`config.mk`:
```
export PLATFORM = sky130hd
export DESIGN_NAME = inlet_cell_track
export DESIGN_NICKNAME = d
export VERILOG_FILES = /design/src/rtl/cell_inlet_pkg.sv /design/src/rtl/inlet_cell_track.sv
export SDC_FILE = /design/constraint.sdc
export NUM_CORES = 1
export LEC_CHECK = 0
export BUFFER_PORTS_ARGS = -buffer_cell sky130_fd_sc_hd__buf_4
export CAP_MARGIN = 20
export CORE_AREA = 2 2 39 41
export DETAILED_ROUTE_END_ITERATION = 12
export DIE_AREA = 0 0 41 43
export HOLD_SLACK_MARGIN = 0.03
export MAX_ROUTING_LAYER = met4
export PLACE_DENSITY = 0.59
export SKIP_LAST_GASP = 1
export SLEW_MARGIN = 20
export SYNTH_ARGS = -nofsm -noshare
export SYNTH_HDL_FRONTEND = slang
export SYNTH_SLANG_ARGS = --single-unit
```
`constraint.sdc`:
```
create_clock -name clk_i -period 2.51 [get_ports clk_i]
set_clock_uncertainty 0.2 [all_clocks]
set_input_delay 0 -clock clk_i [delete_from_list [all_inputs] [get_ports clk_i]]
set_output_delay 0 -clock clk_i [all_outputs]
set_load 0.01 [all_outputs]
```
`src/rtl/cell_inlet_pkg.sv`:
```
package cell_inlet_pkg;

    typedef enum logic [1:0] {
        MODE_ATM = 2'd0,
        MODE_PHY = 2'd1,
        MODE_ALI = 2'd2,
        MODE_B2B = 2'd3
    } inlet_mode_e;

    // bit 0 missing marker, bit 1 early marker, bit 2 offline arrival, bit 3 valid drop
    typedef struct packed {
        logic drop;
        logic offline;
        logic early;
        logic nosoc;
    } cause_t;

endpackage

```
`src/rtl/inlet_cell_track.sv`:
```
module inlet_cell_track
    import cell_inlet_pkg::*;
#(
    parameter int CELL_BYTES = 53
) (
    input  logic        clk_i,
    input  logic        rst_ni,
    input  inlet_mode_e mode_i,
    input  logic        wide_i,
    input  logic        online_i,
    input  logic        soc_i,
    input  logic        beat_i,
    input  logic        arrive_i,
    output logic        busy_o,
    output logic        last_o,
    output cause_t      cause_o
);

    localparam int LEN_NARROW = CELL_BYTES;
    localparam int LEN_WIDE   = (CELL_BYTES + 1) / 2;
    localparam int CNT_W      = $clog2(CELL_BYTES + 1);

    typedef struct packed {
        logic             busy;
        logic [CNT_W-1:0] cnt;
    } trk_t;

    trk_t             trk_d, trk_q;
    logic [CNT_W-1:0] cell_len;
    logic [CNT_W-1:0] cnt_inc;

    always_comb begin
        trk_d    = trk_q;
        cause_o  = '0;
        last_o   = 1'b0;
        cell_len = wide_i ? CNT_W'(LEN_WIDE) : CNT_W'(LEN_NARROW);
        cnt_inc  = trk_q.cnt + 1'b1;
        if (!trk_q.busy) begin
            if (arrive_i) begin
                if (!online_i) begin
                    cause_o.offline = 1'b1;
                end else if (!soc_i) begin
                    cause_o.nosoc = 1'b1;
                end else begin
                    trk_d.busy = 1'b1;
                    trk_d.cnt  = CNT_W'(1);
                end
            end
        end else begin
            if (mode_i == MODE_ALI && !beat_i) begin
                cause_o.drop = 1'b1;
                trk_d        = '0;
            end else if (beat_i) begin
                if (soc_i) begin
                    cause_o.early = 1'b1;
                    trk_d         = '0;
                end else if (cnt_inc == cell_len) begin
                    last_o = 1'b1;
                    trk_d  = '0;
                end else begin
                    trk_d.cnt = cnt_inc;
                end
            end
        end
    end

    always_ff @(posedge clk_i) begin
        if (!rst_ni) begin
            trk_q <= '0;
        end else begin
            trk_q <= trk_d;
        end
    end

    assign busy_o = trk_q.busy;

endmodule

```
After elaboration in Yosys (flattened, before gate mapping)
Index checks and enable logic that the tools add are counted.
Storage, ports and cells
  register bits: 7
  input bits: 9
  output and inout port bits: 6
  word-level logic and storage cells: 40
Operators by class
  $add $sub $neg: 1
  eq/ne operators: 3
  multiplexer cells: 28
  reductions and logical operators: 6
Operators with widths (number)
  $mux W7: 7
  $mux W1: 19
  $mux W6: 2
  $add A6 B1 Y6 const B: 1
  $eq A6 B6 Y1: 1
  $reduce_bool A2 Y1: 3
  $reduce_and A4 Y1: 1
  $ne A3 B2 Y1 const B: 1
  $eq A2 B2 Y1 const B: 1
  $logic_and A1 B1 Y1: 1
  $logic_not A1 Y1: 1

Logic depth before layout (Yosys ltp)
  word-level depth: 7
  gate-level depth with buffers: 6
  mapped depth without buffers: 6

Worst setup path after synthesis
OpenSTA, ideal clock, no wires.
  path type: flip-flop to flip-flop
  start: register trk_q[0] in the netlist's numbering
  end: register trk_q[5] in the netlist's numbering
  setup time: 131 ps
  data arrival time: 1555 ps
  data required time: 2179 ps
  path slack: 624 ps
  stages on the path, launching flop included: 7
  buffers on the path: 0
  path through: dfxtp_1 ha_1 nand3_1 xor2_1 or3_1 o211ai_2 o211ai_1
Between the ends
  word-level cells in the longest chain between the ends: 7
Ends and longest elaborated chain
  from (decl): RTL line inlet_cell_track.sv:28  | trk_t trk_d, trk_q;
  from (signal assigned): RTL line inlet_cell_track.sv:71  | trk_q <= trk_d;
  $add A6 B1 Y6 (*): RTL line inlet_cell_track.sv:37  | cnt_inc = trk_q.cnt + 1'b1;
  $eq A6 B6 Y1: RTL line inlet_cell_track.sv:57  | end else if (cnt_inc == cell_len) begin
  $mux W6 (*): RTL line inlet_cell_track.sv:57
  $mux W7 (*): RTL line inlet_cell_track.sv:54  | if (soc_i) begin
  $mux W7 (*): RTL line inlet_cell_track.sv:53  | end else if (beat_i) begin
  $mux W7 (*): RTL line inlet_cell_track.sv:50  | if (mode_i == MODE_ALI && !beat_i) begin
  $mux W7 (*): RTL line inlet_cell_track.sv:38  | if (!trk_q.busy) begin
Every way passes the cells marked *; elsewhere a longest branch is shown, timed or not. The select of a mux whose other input is x is not followed.
A chain may end at the register's enable or synchronous reset.

Final worst setup path
  start: register trk_q[0] in the netlist's numbering
  end: register trk_q, in the netlist busy_o
Between the ends
  word-level cells in the longest chain between the ends: 7
Ends and longest elaborated chain (RTL line)
  $add A6 B1 Y6: inlet_cell_track.sv:37
  $eq A6 B6 Y1: inlet_cell_track.sv:57
  $mux W1: inlet_cell_track.sv:57
  $mux W7: inlet_cell_track.sv:54
  $mux W7: inlet_cell_track.sv:53
  $mux W7: inlet_cell_track.sv:50
  $mux W7: inlet_cell_track.sv:38
Every way passes these cells. The select of a mux whose other input is x is not followed.

==> impl_results.rst <==
.. list-table::
   :header-rows: 1

   * - Metric
     - Value
   * - Number of pins with negative max-slew slack in the final report
     - 0
   * - Routed length per instance
     - 11.1 um
   * - Critical R2R Launch
     - trk_q[0]
   * - End point of the worst hold path
     - cause_o[2]
   * - Min-Delay Path Class
     - primary input to output pin
   * - Startpoint kind of the worst setup timing path
     - flop
   * - Max-Cap Viols
     - 0
   * - Avg Inst Size Synth
     - 8.58 um2
   * - Iteration-0 DRC count of the detailed router
     - 9
   * - Grt total ovfl
     - 0
   * - Placer Congestion
     - 0.907
   * - Complex-gate fraction of the synthesized area
     - 20.7%
   * - Fraction of post-synthesis cell area in the top cell type by area
     - 28.6%
   * - TritonCTS clock tree
     - yes
   * - Outcome
     - completed
   * - Total die area
     - 0.00176 mm2
   * - Mux share of post-synthesis cell area
     - 2.81%
   * - Critical Path Source
     - trk_q[0]
   * - Relative area change from synthesis to final layout
     - 43.5%
   * - Biggest area contributors in the synthesized netlist
     - dfxtp_1, nand2_1, xnor2_1, o211ai_1, and3_1
   * - Overall global routing resource usage
     - 15.2%
   * - Number of distinct library cell variants in the gate-level netlist after synthesis
     - 31
   * - Sinks on the clock net
     - 7
   * - Number of flops mapped to enable cells by yosys
     - 0
   * - Cell types with the highest counts after synthesis
     - dfxtp_1, nand2_1
   * - PwrDens
     - 371 mW/mm2
   * - Number of placed cells counting well taps
     - 87
   * - Overall routed net length
     - 1080 um
   * - Accumulated negative setup slack
     - 0 ns
   * - Number of cells traversed by the worst register-to-register path
     - 7
   * - Share of synthesized cell area in and, or, nand and nor gates
     - 36.6%
   * - Antenna cell count
     - 0
   * - Fraction of synthesized cell area in xor and xnor cells
     - 7.16%
   * - RSZ-0062 raised after global routing
     - no
   * - Cell leakage power
     - 0.278 nW
   * - DRC violations left
     - 0
   * - Count of yosys warnings during synthesis
     - 0
   * - Standard cell core area
     - 0.00138 mm2
   * - Clock root cell
     - clkbuf_4
   * - Max IR drop VDD
     - 0.250 mV
   * - Relative slew slack
     - 77.1%
   * - Primary FF master, synth
     - dfxtp_1
   * - Fillcell total
     - 134
   * - Library cell occupying the most area in the post-synthesis netlist
     - dfxtp_1
   * - Sort of element at the end of the critical path
     - flop
   * - Combinational family with the most area after synthesis
     - simple AND/OR/NAND/NOR gates
   * - Clk slew on worst S/H paths
     - 0.05 ns
   * - Via count of the first global-routing pass
     - 453
   * - Required time worst endpoint
     - 2.44 ns
   * - Reg area
     - 141 um2
   * - Buffers on Ports
     - 14
   * - Worst Hold Path Cells
     - 3
   * - Via count
     - 497
   * - Part of the Yosys area used for sequential elements
     - 28.6%
   * - TritonCTS Buffers
     - 3
   * - Endpoint of the lowest-slack register-to-register path
     - busy_o
   * - Routed Antenna Nets
     - 0
   * - Syn Nets
     - 67
   * - Multi-input combinational cell area
     - 342 um2
   * - Largest net degree at the start of global routing
     - 10
   * - Hold Worst Slack
     - 0.0622 ns
   * - Maximum count of clock buffers along a single path
     - 2
   * - Critical Path Fanout Max
     - 5
   * - Async S/R FF share, synth
     - 0%
   * - Routed vias/inst
     - 5.12
   * - Gate count after technology mapping
     - 57
   * - Post-synth design cell area
     - 489 um2
   * - Starting density of the core
     - 35.4%
   * - Boundary Pins
     - 15
   * - Clk_lat worst skew
     - 0.25 ns
   * - Endpoints failing hold
     - 0
   * - Wire length of the first global-routing pass
     - 1760 um
   * - CP Class
     - flop to flop
   * - # setup viols final
     - 0
   * - Num rows
     - 14
   * - CTS H-tree lvls
     - 1
   * - Transition at the pin with the smallest max-transition slack
     - 0.337 ns
   * - Final critical path time including I/O delays and setup
     - 2.40 ns
   * - Flop2flop setup slack
     - 0.11 ns
   * - Number of optimization iterations in the first detailed-route pass
     - 4
   * - Max Freq
     - 417 MHz
   * - Worst endpoint data arrival time
     - 2.33 ns
   * - Die X
     - 41 um
   * - Hold wc startpoint
     - online_i
   * - Number of antenna violations at the first check in global routing
     - 0
   * - Number of register bits inferred by synthesis
     - 7
   * - Fraction of final layout cells sized beyond drive strength 1
     - 30.9%
   * - Adder-cell share of the synthesized area
     - 2.56%
   * - Dpl hpwl
     - 828 um
   * - Chip height
     - 43 um
   * - Nets
     - 92
   * - Final cell count without fillers
     - 97
   * - Share of the cycle needed by the critical path after routing
     - 95.6%
-- through the flow --
step / setup slack, ns / cell area [um2] / util, % / power [W]
2_1_floorplan: 0.624 / 489 / - / 0.000132
5_1_grt: 0.0102 / 702 / 50.7 / 0.000278
6_report: 0.110 / 702 / 50.7 / 0.000260
3_5_place_dp: 0.448 / 614 / 44.4 / 0.000152
4_1_cts: 0.0335 / 701 / 50.6 / 0.000264
3_3_place_gp: 0.478 / 614 / 44.4 / 0.000153
-- cells by family after synthesis --
group / after synthesis
xor gates and xnor gates: 4
muxes: 1
AOI/OAI and AO/OA: 13
adders and majority gates: 1
buffers and inverters: 2
and+or+nand+nor: 29
DFF: 7
-- where the power goes --
| group | internal (W) | leakage, nW | switching (W) |
|---|---|---|---|
| combinational | 0.0000241 | 0.206 | 0.0000168 |
| sequential | 0.000113 | 0.0570 | 0.00000279 |
| clock | 0.0000607 | 0.0150 | 0.0000426 |
-- layout make-up --
cell class,count,share of cell area [%]
Clock buffer,4,3.74
Inverter,2,1.07
Multi-Input combinational cell,48,48.7
Sequential cell,7,20.1
Tap cell,16,2.85
Timing Repair Buffer,20,23.5
-- routing by layer --
layer	up-vias	track usage [%]	wire length, um	part of all wire (%)
li1	266	-	-	-
met1	216	17.2	499	46
met2	15	23.8	497	46
met3	0	4.71	82	7.6
met4	0	6.00	0	0
met5	-	-	0	0
-- sequential cells by signal (all words and copies together) (netlist names) --
name	cells
trk_q	6
busy_o	1
-- worst max-delay path, cell delays in order, from the launching register on --
cell and delay [ns]:
dfxtp_2 0.37, ha_1 0.22, nand3_1 0.10, xor2_1 0.17
or3_1 0.40, o21ai_2 0.19, a31oi_1 0.09, dlygate4sd3_1 0.55
-- cells in the final DEF (no fill, tap or decap) --
master and instances:
nand3_1 2, or2b_1 1, dfxtp_1 6, clkbuf_4 3, clkbuf_1 1, a31oi_1 2
nand2b_1 1, nand2_1 7, nor2_1 3, nor4bb_1 1, buf_4 14, o211ai_2 1
inv_1 2, xnor2_1 3, o21ai_1 3, o211ai_1 3, dfxtp_2 1, o21ai_0 1
nor2b_1 1, nand4b_1 2, o41ai_2 1, xor2_1 1, o2111ai_1 1, and3b_1 1
and3_1 3, o21ai_2 1, nor4_1 1, and3_4 1, mux2i_2 1, or3b_2 1
nor3b_1 1, and4b_2 1, or3_1 1, ha_1 1, dlygate4sd3_1 6, nor3_1 1
-- timing repair --
action | 4_1_cts | 5_1_grt
hold buffers | 6 | 0
buffers inserted | 0 | 0
endpoints found under the setup margin | 0 | 1
endpoints found under the hold margin | 7 | 0
gates resized for setup | 0 | 1
-- worst max path at each step --
stage	to	depth (start not counted)
finish	busy_o	7
global route	busy_o	7
CTS	busy_o	7
detailed placement	trk_q[5]	6
global placement	trk_q[5]	6
floorplan	trk_q[5]	6
(Power assumes the default switching activity.)
